### config.mk
export PLATFORM = sky130hd
export DESIGN_NAME = vote_predictor
export DESIGN_NICKNAME = d
export VERILOG_FILES = /design/src/rtl/vp_pkg.sv /design/src/rtl/vp_index.sv /design/src/rtl/vp_hist_table.sv /design/src/rtl/vp_vote.sv /design/src/rtl/vote_predictor.sv
export SDC_FILE = /design/constraint.sdc
export NUM_CORES = 1
export LEC_CHECK = 0
export BUFFER_PORTS_ARGS = -buffer_cell sky130_fd_sc_hd__buf_2
export CAP_MARGIN = 20
export CORE_MARGIN = 2
export CORE_UTILIZATION = 35
export CTS_CLUSTER_SIZE = 14
export DETAILED_ROUTE_END_ITERATION = 10
export PLACE_DENSITY = 0.67
export SYNTH_ARGS = -nofsm -noshare
export SYNTH_HDL_FRONTEND = slang
export SYNTH_SLANG_ARGS = --single-unit
export TNS_END_PERCENT = 30
### constraint.sdc
create_clock -name clk -period 6.76 [get_ports clk]
set_clock_uncertainty 0.2 [all_clocks]
set_input_delay 1.352 -clock clk [delete_from_list [all_inputs] [get_ports clk]]
set_output_delay 1.352 -clock clk [all_outputs]
set_load 0.01 [all_outputs]
### src/rtl/vp_pkg.sv
package vp_pkg;

    localparam int unsigned MAX_HIST = 32;

    typedef enum logic {
        DIR_NOT_TAKEN = 1'b0,
        DIR_TAKEN     = 1'b1
    } dir_e;

    // Count the set bits among the low n bits and report whether they form a strict majority.
    function automatic dir_e vote(input logic [MAX_HIST-1:0] bits, input int unsigned n);
        int unsigned ones;
        ones = 0;
        for (int unsigned i = 0; i < MAX_HIST; i++) begin
            if (i < n && bits[i]) ones++;
        end
        return (ones > n / 2) ? DIR_TAKEN : DIR_NOT_TAKEN;
    endfunction

endpackage

### src/rtl/vp_index.sv
module vp_index #(
    parameter int unsigned PC_W  = 32,
    parameter int unsigned IDX_W = 4
) (
    input  logic [PC_W-1:0]  pc,
    output logic [IDX_W-1:0] idx
);
    // Drop the byte offset of a word-aligned address and keep the next IDX_W bits.
    assign idx = pc[IDX_W+1:2];
endmodule

### src/rtl/vp_hist_table.sv
module vp_hist_table #(
    parameter int unsigned ENTRIES = 16,
    parameter int unsigned HIST    = 3,
    localparam int unsigned IDX_W  = $clog2(ENTRIES)
) (
    input  logic             clk,
    input  logic             rst,
    input  logic [IDX_W-1:0] rd_idx,
    output logic [HIST-1:0]  rd_hist,
    input  logic             wr_en,
    input  logic [IDX_W-1:0] wr_idx,
    input  vp_pkg::dir_e     wr_dir
);
    logic [HIST-1:0] slot_q [ENTRIES];

    for (genvar e = 0; e < ENTRIES; e++) begin : g_slot
        logic hit;
        logic [HIST-1:0] next_hist;
        assign hit = wr_en && (wr_idx == IDX_W'(e));
        if (HIST == 1) begin : g_one
            assign next_hist = wr_dir;
        end else begin : g_many
            assign next_hist = {slot_q[e][HIST-2:0], wr_dir};
        end
        always_ff @(posedge clk) begin
            if (rst) begin
                slot_q[e] <= '0;
            end else if (hit) begin
                slot_q[e] <= next_hist;
            end
        end
    end

    // Read path sees registered state only, so a same-cycle write is not visible.
    assign rd_hist = slot_q[rd_idx];
endmodule

### src/rtl/vp_vote.sv
module vp_vote #(
    parameter int unsigned HIST = 3
) (
    input  logic [HIST-1:0] hist,
    output vp_pkg::dir_e    dir
);
    logic [vp_pkg::MAX_HIST-1:0] padded;
    assign padded = vp_pkg::MAX_HIST'(hist);
    assign dir    = vp_pkg::vote(padded, HIST);
endmodule

### src/rtl/vote_predictor.sv
module vote_predictor #(
    parameter int unsigned PC_W    = 32,
    parameter int unsigned ENTRIES = 16,
    parameter int unsigned HIST    = 3
) (
    input  logic            clk,
    input  logic            rst,
    input  logic [PC_W-1:0] lk_pc,
    output logic            lk_taken,
    input  logic            up_valid,
    input  logic [PC_W-1:0] up_pc,
    input  logic            up_taken
);
    localparam int unsigned IDX_W = $clog2(ENTRIES);

    if (HIST % 2 == 0 || HIST == 0 || HIST > vp_pkg::MAX_HIST) begin : g_bad_hist
        $error("vote_predictor: HIST must be odd and at most MAX_HIST");
    end

    logic [IDX_W-1:0] lk_idx;
    logic [IDX_W-1:0] up_idx;
    logic [HIST-1:0]  lk_hist;
    vp_pkg::dir_e     lk_dir;
    vp_pkg::dir_e     up_dir;

    assign up_dir = up_taken ? vp_pkg::DIR_TAKEN : vp_pkg::DIR_NOT_TAKEN;

    vp_index #(.PC_W(PC_W), .IDX_W(IDX_W)) u_lk_index (.pc(lk_pc), .idx(lk_idx));
    vp_index #(.PC_W(PC_W), .IDX_W(IDX_W)) u_up_index (.pc(up_pc), .idx(up_idx));

    vp_hist_table #(.ENTRIES(ENTRIES), .HIST(HIST)) u_table (
        .clk     (clk),
        .rst     (rst),
        .rd_idx  (lk_idx),
        .rd_hist (lk_hist),
        .wr_en   (up_valid),
        .wr_idx  (up_idx),
        .wr_dir  (up_dir)
    );

    vp_vote #(.HIST(HIST)) u_vote (.hist(lk_hist), .dir(lk_dir));

    assign lk_taken = (lk_dir == vp_pkg::DIR_TAKEN);
endmodule

==> impl_metrics.toml, run 1 <==
[run_status]
status = "finished clean"

[global_route]
top_usage_layer = "met2"
grt_max_degree = 20
grt_first_pass_wirelength_um = 7520
grt_use_met2_pct = 20.9
antenna_found_initial = 0
grt_util_met1_pct = 19.0
overflow = 0
use_met3_pct = 3.51
grt_util_all_layers_pct = 13.5
grt_pass1_vias = 1412

[layout]
ff_latch_area_sq_um = 1440
multi_input_comb_area_sq_um = 947
nets = 256
final_cell_mix = "48 x and2_1, 48 x edfxtp_1, 14 x nor2_1"
instances_no_fill = 267
fillerInstances = 645
reg_top3 = "u_table.slot_q: 48 flops"
largest_reg_flops = 48
largest-register = "u_table.slot_q"
layout-drive-gt1-share_pct = 16.0
final_cell_area_sq_um = 2670
post-route-util_pct = 39.5
antenna_cells = 0
synthToLayoutAreaGrowth_pct = 9.50

[critical_path]
cp.required_ns = 5.21
crit_path_end_kind = "primary output"
worstPathArrival_ns = 3.61
worstSetupPathType = "input pin to primary output"
path_max_fanout = 12
cp-start-kind = "input pin"

[logic_synthesis]
netlist_instances = 174
yosysWarnings = 0
syn-num-nets = 244
ys_async_sr_fraction_pct = 0
syn_area_sq_um = 2440
synthFlopType = "edfxtp_1"
synth.distinct_cells = 26
ys_ff_latch = 48
avgSynthCellArea_sq_um = 14.0
synth_edf_count = 48
seq_area_frac_synth_pct = 59.2

[route]
ant_nets = 0
route.detailed.drc = 0
via_per_inst = 5.33
routedWlPerCell_um = 17.3
num_vias = 1423
drtIter0Drc = 144
firstDrtPassIters = 4
drt_wl_total_um = 4610

[clock_tree]
ctsResizeCount = 0
cts_hold_buf = 0
clkTransAtPathRegs_ns = 0.08
cts_root_buf = "clkbuf_8"
clock_sinks = 48
cts_tree = "yes"
htree_levels = 2
cts_setup_buffers = 0
clock_latency_ns = 0.30
cts_buffers = 5
clockBufferDepth = 2

[placement]
place.gp.congestion = 0.758
pre_cts_ws_ns = 1.59
hpwl_um = 3450
portBuffers = 12
dp.cells = 259
dpl_cell_area_sq_um = 2560

[sta]
hold-worst-slack_ns = 0.354
setup_tns_ns = 0
setup_violations = 0
fmax_mhz = 194
tightest_slew_ns = 0.617
finalHoldViolCount = 0
rsz0062_at_grt = "false"
drv_slew = 0
timing.final.crit_period_ns = 5.16
min_period_over_period_pct = 76.4
setup_slack_ns = 1.60
max_slew_margin_pct = 58.5

[job]
maxCapViolCount = 0

[die]
row_count = 30
start_util_pct = 36.1
die_h_um = 87.4
core_area_sq_um = 6760
dieArea_sq_um = 7640
fp.dieW_um = 87.4
pin_count = 69

[pwr]
cellPowerDensity_nw_per_um2 = 225
ir_drop_mv = 0.0723
finalPower_mw = 0.601
p_leak_nw = 0.964

[worst_hold_path]
hp-class = "register to register"
[power breakdown]
| part | internal (mW) | switching (mW) | total (mW) |
|---|---|---|---|
| clock network | 0.110 | 0.0918 | 0.202 |
| logic | 0.0233 | 0.0302 | 0.0535 |
| registers | 0.340 | 0.00594 | 0.346 |
| total | 0.474 | 0.128 | 0.601 |
[synthesized netlist by cell type, types with 3 or more instances]
master / number / area, sq um
and2_1: 48 / 300
edfxtp_1: 48 / 1440
nor2_1: 14 / 52.6
o21ai_0: 12 / 60.1
mux4_2: 8 / 180
mux4_1: 6 / 158
clkbuf_1: 4 / 15.0
nand2b_1: 4 / 25.0
o31ai_1: 4 / 30.0
nand2_1: 3 / 11.3
nand3b_1: 3 / 22.5
[cells by family after synthesis]
kind of cell,after synthesis,share of synthesized area [%]
and+or+nand+nor,79,18.6
DFF,48,59.2
AOI/OAI and AO/OA,20,4.93
buffers and inverters,10,1.95
muxes,15,14.3
adders and majority gates,2,1.03
[layer usage]
| layer | wire length [um] | part of all wire [%] |
|---|---|---|
| met1 | 2170 | 47 |
| met2 | 2230 | 48 |
| met3 | 151 | 3.3 |
| met4 | 60 | 1.3 |
| met5 | 0 | 0 |
[worst paths after layout]
kind | start | endpoint | slack [ns] | depth (start not counted)
max | lk_pc[2] | lk_taken | 1.60 | 8
min | u_table.slot_q[11][0] | u_table.slot_q[11][1] | 0.35 | 1
max reg2reg | u_table.slot_q[13][1] | u_table.slot_q[13][2] | 5.76 | 1
min reg2reg | u_table.slot_q[11][0] | u_table.slot_q[11][1] | 0.35 | 1
[layout make-up]
type | instances | share of cell area, %
clock buffers | 6 | 2.72
clock inverters | 2 | 1.31
inverters | 3 | 0.422
multi-input cells | 116 | 35.5
flip-flops and latches | 48 | 54.0
well taps | 80 | 3.75
repair buffers | 12 | 2.25
[worst max-delay path, cell delays in order]
cell	delay [ns]
buf_2	0.28
mux4_1	0.66
mux4_2	0.51
inv_2	0.06
ha_1	0.21
a211o_1	0.24
a21o_1	0.17
buf_2	0.13
No activity file was read; power rests on OpenSTA's default activity.
==> run 2, diff against run 1 <==
Settings changed: PLACE_DENSITY 0.67 to 0.7.
Clock period 6.76 ns to 4.4 ns, I/O delays scaled along.
==> impl_metrics.toml, run 2 (same netlist as run 1, synthesis figures left out) <==
[run_status]
status = "finished clean"

[placement]
hpwl_um = 3290
dpl_cell_area_sq_um = 2560
portBuffers = 12
place.gp.congestion = 0.747

[clock_tree]
cts_buffers = 5
cts_root_buf = "clkbuf_8"
htree_levels = 2
clockBufferDepth = 2
clkTransAtPathRegs_ns = 0.08
clock_sinks = 48
cts_setup_buffers = 0
clock_latency_ns = 0.30
ctsResizeCount = 0
cts_tree = "yes"
cts_hold_buf = 0

[die]
dieArea_sq_um = 7640
pin_count = 69
row_count = 30
core_area_sq_um = 6760
fp.dieW_um = 87.4
start_util_pct = 36.1
die_h_um = 87.4

[job]
maxCapViolCount = 0

[sta]
hold-worst-slack_ns = 0.355
setup_tns_ns = 0
finalHoldViolCount = 0
max_slew_margin_pct = 63.4
drv_slew = 0
min_period_over_period_pct = 96.0
fmax_mhz = 237
setup_violations = 0
tightest_slew_ns = 0.545
rsz0062_at_grt = "false"
timing.final.crit_period_ns = 4.22

[worst_hold_path]
hp-class = "register to register"
whs_path_depth = 1

[layout]
final_cell_area_sq_um = 2640
antenna_cells = 0
layout-drive-gt1-share_pct = 16.0
reg_top3 = "u_table.slot_q: 48 flops"
post-route-util_pct = 39.1
final_cell_mix = "48 x and2_1, 48 x edfxtp_1, 14 x nor2_1"
synthToLayoutAreaGrowth_pct = 8.47
largest_reg_flops = 48
largest-register = "u_table.slot_q"
nets = 256

[pwr]
ir_drop_mv = 0.121
p_leak_nw = 0.954
cellPowerDensity_nw_per_um2 = 328

[critical_path]
path_max_fanout = 12
worstPathArrival_ns = 3.14
cp.required_ns = 3.32
cp-start-kind = "input pin"
worstSetupPathType = "input pin to primary output"
r2r_cells = 1
crit_path_end_kind = "primary output"

[route]
via_per_inst = 5.32
drtIter0Drc = 93
drt_wl_total_um = 4410
num_vias = 1420
route.detailed.drc = 0
routedWlPerCell_um = 16.5
firstDrtPassIters = 4
ant_nets = 0

[global_route]
grt_max_degree = 20
antenna_found_initial = 0
overflow = 0
grt_pass1_vias = 1458
grt_first_pass_wirelength_um = 7420
grt_util_all_layers_pct = 13.2
## run 2: cell types whose count changed in the layout (fill, tap and decap cells not counted)
cell | previous run | this run
clkinv_2 | 1 | 2
bufinv_16 | 1 | 0
clkbuf_1 | 1 | 0
clkinv_1 | 0 | 1
## run 2: layout make-up
cell class / instances / area, sq um
inverters: 3 / 11.3
clock buffers: 5 / 68.8
flip-flops and latches: 48 / 1440
multi-input cells: 116 / 947
clock inverters: 3 / 13.8
well taps: 80 / 100
fillers: 617 / 4110
repair buffers: 12 / 60.1
## run 2: critical path, cell delays in order
cell and delay, ns:
buf_2 0.29, mux4_1 0.66, mux4_2 0.51, inv_2 0.06, ha_1 0.22, a211o_1 0.23, a21o_1 0.17, buf_2 0.13
## run 2: path summary, 6_finish.rpt
check / start / endpoint / slack [ns]
max: lk_pc[2] / lk_taken / 0.18
min: u_table.slot_q[2][0] / u_table.slot_q[2][1] / 0.35
max reg2reg: u_table.slot_q[12][0] / u_table.slot_q[12][1] / 3.40
min reg2reg: u_table.slot_q[2][0] / u_table.slot_q[2][1] / 0.35
## run 2: power by group
| part | total, mW | switching (mW) | internal [mW] |
|---|---|---|---|
| Sequential | 0.531 | 0.00849 | 0.523 |
| Combinational | 0.0818 | 0.0459 | 0.0359 |
| Clock | 0.254 | 0.146 | 0.108 |
| Total | 0.867 | 0.200 | 0.667 |
## run 2: through the flow
stage	std cells	total power, mW	setup WS (ns)
detailed placement	259	0.625	0.156
floorplan	174	0.597	0.618
global route	267	0.902	0.0777
CTS	267	0.870	0.145
global placement	259	0.623	0.166
finish	267	0.867	0.175
## run 2: per-layer routing
metal	share of wire [%]	vias to the layer above	track usage, %	routed length [um]
li1	-	674	-	-
met1	46	705	17.5	2030
met2	47	33	20.4	2080
met3	5.2	8	4.08	228
met4	1.6	0	4.76	72
met5	0	-	0	0
